===== config.mk =====
export PLATFORM = sky130hd
export DESIGN_NAME = cmp_srlatch_ctrl
export DESIGN_NICKNAME = d
export VERILOG_FILES = /design/src/rtl/srl_pkg.sv /design/src/rtl/srl_sync.sv /design/src/rtl/srl_ctrl_reg.sv /design/src/rtl/srl_latch_core.sv /design/src/rtl/srl_pin_mux.sv /design/src/rtl/cmp_srlatch_ctrl.sv
export SDC_FILE = /design/constraint.sdc
export NUM_CORES = 1
export LEC_CHECK = 0
export ABC_AREA = 1
export ABC_CLOCK_PERIOD_IN_PS = 1900
export BUFFER_PORTS_ARGS = -buffer_cell sky130_fd_sc_hd__buf_2
export CAP_MARGIN = 40
export CORE_AREA = 4 4 41 43
export CTS_BUF_LIST = sky130_fd_sc_hd__clkbuf_8
export CTS_CLUSTER_SIZE = 24
export DETAILED_ROUTE_END_ITERATION = 7
export DIE_AREA = 0 0 45 47
export MAX_ROUTING_LAYER = met4
export PLACE_DENSITY = 0.7
export SYNTH_ARGS = -nofsm -noshare
export SYNTH_HDL_FRONTEND = slang
export SYNTH_SLANG_ARGS = --single-unit

===== constraint.sdc =====
create_clock -name clk -period 1.9 [get_ports clk]
set_input_delay 0.38 -clock clk [delete_from_list [all_inputs] [get_ports clk]]
set_output_delay 0.38 -clock clk [all_outputs]
set_load 0.01 [all_outputs]

===== src/rtl/srl_pkg.sv =====
// Package: shared field positions and the configuration type for the
// comparator set/reset latch controller. Assumes an 8-bit control register.
package srl_pkg;
    localparam int REG_W     = 8;
    localparam int N_CMP     = 2;
    localparam int SEL2_BIT  = 7;
    localparam int SEL1_BIT  = 6;
    localparam int SETEN_BIT = 5;
    localparam int RSTEN_BIT = 4;
    localparam int PSET_BIT  = 3;
    localparam int PRST_BIT  = 2;

    typedef struct packed {
        logic sel2;
        logic sel1;
        logic set_en;
        logic rst_en;
    } srl_cfg_t;
endpackage


===== src/rtl/srl_sync.sv =====
// Module: multi-stage flop synchronizer for a vector of asynchronous levels.
// Assumes each bit is an independent level; no bus coherence is implied.
module srl_sync #(
    parameter int W      = 2,
    parameter int STAGES = 2
) (
    input  logic         clk,
    input  logic         rst_n,
    input  logic [W-1:0] d,
    output logic [W-1:0] q
);
    logic [W-1:0] stg [STAGES];

    for (genvar s = 0; s < STAGES; s++) begin : g_stage
        if (s == 0) begin : g_first
            // Capture the asynchronous inputs in the first stage
            always_ff @(posedge clk) begin
                if (!rst_n) stg[s] <= '0;
                else        stg[s] <= d;
            end
        end else begin : g_next
            // Shift the value one stage further
            always_ff @(posedge clk) begin
                if (!rst_n) stg[s] <= '0;
                else        stg[s] <= stg[s-1];
            end
        end
    end

    assign q = stg[STAGES-1];
endmodule


===== src/rtl/srl_ctrl_reg.sv =====
// Module: control register. It stores the pin selects and source enables,
// and turns writes of the two pulse bits into one-cycle requests. Pulse and
// unimplemented bits always read 0.
module srl_ctrl_reg
    import srl_pkg::*;
(
    input  logic             clk,
    input  logic             rst_n,
    input  logic             wr_en,
    input  logic [REG_W-1:0] wr_data,
    output srl_cfg_t         cfg,
    output logic             pls_set,
    output logic             pls_rst,
    output logic [REG_W-1:0] rd_data
);
    logic unused_wr_bits;
    assign unused_wr_bits = ^wr_data[PRST_BIT-1:0];

    // Hold the writable configuration fields
    always_ff @(posedge clk) begin
        if (!rst_n) begin
            cfg <= '0;
        end else if (wr_en) begin
            cfg.sel2   <= wr_data[SEL2_BIT];
            cfg.sel1   <= wr_data[SEL1_BIT];
            cfg.set_en <= wr_data[SETEN_BIT];
            cfg.rst_en <= wr_data[RSTEN_BIT];
        end
    end

    // Produce one-cycle pulse requests that clear themselves
    always_ff @(posedge clk) begin
        if (!rst_n) begin
            pls_set <= 1'b0;
            pls_rst <= 1'b0;
        end else begin
            pls_set <= wr_en & wr_data[PSET_BIT];
            pls_rst <= wr_en & wr_data[PRST_BIT];
        end
    end

    // Assemble the read view; pulse and unused bits read 0
    always_comb begin
        rd_data            = '0;
        rd_data[SEL2_BIT]  = cfg.sel2;
        rd_data[SEL1_BIT]  = cfg.sel1;
        rd_data[SETEN_BIT] = cfg.set_en;
        rd_data[RSTEN_BIT] = cfg.rst_en;
    end
endmodule


===== src/rtl/srl_latch_core.sv =====
// Module: set/reset latch state with gated comparator sources and pulse
// requests. Reset has priority over set. Assumes synchronized inputs.
module srl_latch_core (
    input  logic clk,
    input  logic rst_n,
    input  logic cmp_set,
    input  logic cmp_rst,
    input  logic set_en,
    input  logic rst_en,
    input  logic pls_set,
    input  logic pls_rst,
    output logic set_eff,
    output logic rst_eff,
    output logic q
);
    // Combine the gated comparator sources with the pulse requests
    always_comb begin
        set_eff = (cmp_set & set_en) | pls_set;
        rst_eff = (cmp_rst & rst_en) | pls_rst;
    end

    // Update the latch state with reset taking priority
    always_ff @(posedge clk) begin
        if (!rst_n)       q <= 1'b0;
        else if (rst_eff) q <= 1'b0;
        else if (set_eff) q <= 1'b1;
    end
endmodule


===== src/rtl/srl_pin_mux.sv =====
// Module: per-pin selector between the raw synchronized comparator level and
// the latch output. Purely combinational.
module srl_pin_mux #(
    parameter int N_PINS = 2
) (
    input  logic [N_PINS-1:0] sel,
    input  logic [N_PINS-1:0] raw,
    input  logic              q,
    output logic [N_PINS-1:0] pin
);
    for (genvar p = 0; p < N_PINS; p++) begin : g_pin
        // Drive each pin from the latch or its own comparator
        assign pin[p] = sel[p] ? q : raw[p];
    end
endmodule


===== src/rtl/cmp_srlatch_ctrl.sv =====
// Module: top of the comparator-driven set/reset latch controller. It
// synchronizes the two comparator levels, holds the control register, runs
// the latch and drives the two output pins. Assumes comparator inputs are
// asynchronous levels and reset is synchronous, active low.
module cmp_srlatch_ctrl
    import srl_pkg::*;
#(
    parameter int SYNC_STAGES = 2
) (
    input  logic             clk,
    input  logic             rst_n,
    input  logic             wr_en,
    input  logic [REG_W-1:0] wr_data,
    output logic [REG_W-1:0] rd_data,
    input  logic             cmp1_in,
    input  logic             cmp2_in,
    output logic             cmp1_stat,
    output logic             cmp2_stat,
    output logic             pin1_out,
    output logic             pin2_out
);
    logic [N_CMP-1:0] cmp_sync;
    logic [N_CMP-1:0] pins;
    srl_cfg_t         cfg;
    logic             pls_set;
    logic             pls_rst;
    logic             set_eff;
    logic             rst_eff;
    logic             latch_q;

    srl_sync #(.W(N_CMP), .STAGES(SYNC_STAGES)) sync_i (
        .clk   (clk),
        .rst_n (rst_n),
        .d     ({cmp2_in, cmp1_in}),
        .q     (cmp_sync)
    );

    srl_ctrl_reg ctrl_i (
        .clk     (clk),
        .rst_n   (rst_n),
        .wr_en   (wr_en),
        .wr_data (wr_data),
        .cfg     (cfg),
        .pls_set (pls_set),
        .pls_rst (pls_rst),
        .rd_data (rd_data)
    );

    srl_latch_core core_i (
        .clk     (clk),
        .rst_n   (rst_n),
        .cmp_set (cmp_sync[0]),
        .cmp_rst (cmp_sync[1]),
        .set_en  (cfg.set_en),
        .rst_en  (cfg.rst_en),
        .pls_set (pls_set),
        .pls_rst (pls_rst),
        .set_eff (set_eff),
        .rst_eff (rst_eff),
        .q       (latch_q)
    );

    srl_pin_mux #(.N_PINS(N_CMP)) mux_i (
        .sel (/* pin index 1 = pin2 */ {cfg.sel2, cfg.sel1}),
        .raw (cmp_sync),
        .q   (latch_q),
        .pin (pins)
    );

    assign cmp1_stat = cmp_sync[0];
    assign cmp2_stat = cmp_sync[1];
    assign pin1_out  = pins[0];
    assign pin2_out  = pins[1];
endmodule


==> metrics <==
Placer Congestion 0.664; Total GRT Usage 8.45%; mux cell area share after synthesis 0%; most frequent cells in the layout buf_2, nand2_1, nor2_1, dfxtp_1, inv_1; per-cell routed wire length 8.43 um; Starting Density 34.0%; Tmin final 1.30 ns; antenna-violating nets left 0; crit path max fanout 3; post_cts resized 0; Finished Core Util 42.4%; fin nets 91; diode count 0; Post-Synth Simple-Gate Area 21.8%; first-pass GRT wire length 1150 um; mapped cell area 443 um^2; DRT Pass-1 Iters 4; startpoint types register; antenna violations before repair 0; commonest non-fill, non-tap cell in the layout buf_2; grt total ovfl 0; worst flop-to-flop path startpoint core_i.q$_SDFFE_PP0P_; CORE AREA 1300 um^2; I/O pins 25; unrepaired setup endpoints after global routing no; die height 47 um; static leakage 0.316 nW; via count 352; H-tree depth 1; Die Wd 45 um; worst endpoint data arrival time 0.92 ns; pin count of the biggest net entering global routing 10; WS Path Type reg2out; largest family of logic cells by synthesized area simple AND/OR/NAND/NOR gates; CTS Root Cell clkbuf_8; cells after synthesis 59; Final period util 68.3%; MaxCap Viol Count 0; Routed Wire Length 776 um; post-CTS setup buffer count 0; Num CTS Buffers 3; Max Root-Sink Buffers 2; CTS tree done; #FFs+latches synth 11; Slew Limit Fails 0; maximum vdd drop 0.000391 V; # setup viols final 0; port bufs 18; Via-to-Cell Ratio 3.83; vias in the first global route 275; power density cells 959 nW/um^2; drt drc 0; clock-pin slew on the worst setup and hold paths 0.05 ns; worst hold path class in2reg; outcome completed; CP Data Required Time 1.52 ns; Clock Latency Late Sink 0.23 ns; Adder-Cell Fraction of Synth Area 0%; DP HPWL 614 um; XOR/XNOR share of the synthesized area 0%; area grow syn2layout 24.6%; Max Clk Rate 0.771 GHz; Compound-Gate Fraction of Synth Area 6.78%; Netlist cell types 12; final hold violations 0; CP startpoint sync_i.stg[1][1]$_SDFF_PN0_; Hold Startpoint cmp2_in; Final Skew 0.00193 ns; # hold bufs at CTS 0; setup tns final 0 ns; Mean Syn Cell Area 7.51 um^2; Total Die Area 2120 um^2; Ys Warns 0; initial drt markers 6; Seq/Total Area, Yosys 49.7%; layout cell share with drive strength beyond 1 31.2%; clock sink count 11; CP endpoint kind primary output; Row Count 13
## per-stage QoR
stage	total power [mW]	setup WS (ns)	cells	hold WS, ns	area [um^2]
4_1_cts	0.536	0.579	92	0.323	552
3_3_place_gp	0.309	0.866	88	0.393	507
2_1_floorplan	0.297	0.828	62	0.390	454
5_1_grt	0.561	0.538	92	0.327	552
6_report	0.529	0.602	92	0.327	552
3_5_place_dp	0.310	0.842	88	0.397	507
## report_power, final
part           switching (mW)  internal (mW)  leakage [nW]  total (mW)
clock                  0.0833          0.141        0.0269       0.225
sequential            0.00770          0.244        0.0910       0.252
combinational          0.0300         0.0227         0.198      0.0527
total                   0.121          0.408         0.316       0.529
## critical path, stage by stage (launching register included)
cell and delay [ns]:
dfxtp_1 0.34, inv_1 0.04, o21ai_0 0.15, buf_2 0.16
## synthesized netlist by cell type
master,instances,share of area [%]
inv_2,1,0.85
nor2_2,1,1.4
o21ai_1,3,3.4
dfxtp_1,11,50
inv_1,7,5.9
nor2_1,12,10
buf_6,1,2.5
nand2_1,12,10
o21ai_0,3,3.4
buf_4,6,10
inv_4,1,1.4
conb_1,1,0.85
## metal layers
layer	GRT usage (%)	up-vias	share of wire (%)
li1	-	200	-
met1	9.24	136	44
met2	11.9	16	44
met3	4.60	0	12
met4	5.26	0	0
met5	-	-	0
## area by class of cell
| class | count | area, um^2 |
|---|---|---|
| Multi-Input combinational cell | 35 | 141 |
| Sequential cell | 11 | 220 |
| Tap cell | 15 | 18.8 |
| Clock inverter | 1 | 3.75 |
| Inverter | 9 | 36.3 |
| Fill cell | 140 | 749 |
| Timing Repair Buffer | 18 | 90.1 |
| Clock buffer | 3 | 41.3 |
## registers in the layout, indices dropped and copies added, names as in the netlist
| signal | cells |
|---|---|
| ctrl_i.cfg | 4 |
| sync_i.stg | 4 |
| core_i.q | 1 |
| ctrl_i.pls_rst | 1 |
| ctrl_i.pls_set | 1 |
## final timing paths
kind / endpoint / slack, ns / depth (start not counted)
max: pin2_out / 0.60 / 3
min: sync_i.stg[0][1]$_SDFF_PN0_ / 0.33 / 3
max reg2reg: core_i.q$_SDFFE_PP0P_ / 1.27 / 4
min reg2reg: sync_i.stg[1][1]$_SDFF_PN0_ / 0.41 / 2
## logic make-up (layout without fill, tap and decap cells)
family,after synthesis,after routing
DFF,11,11
buffers and inverters,16,31
and+or+nand+nor,25,25
AOI/OAI and AO/OA,6,6
other,1,4
(Power assumes the default switching activity.)
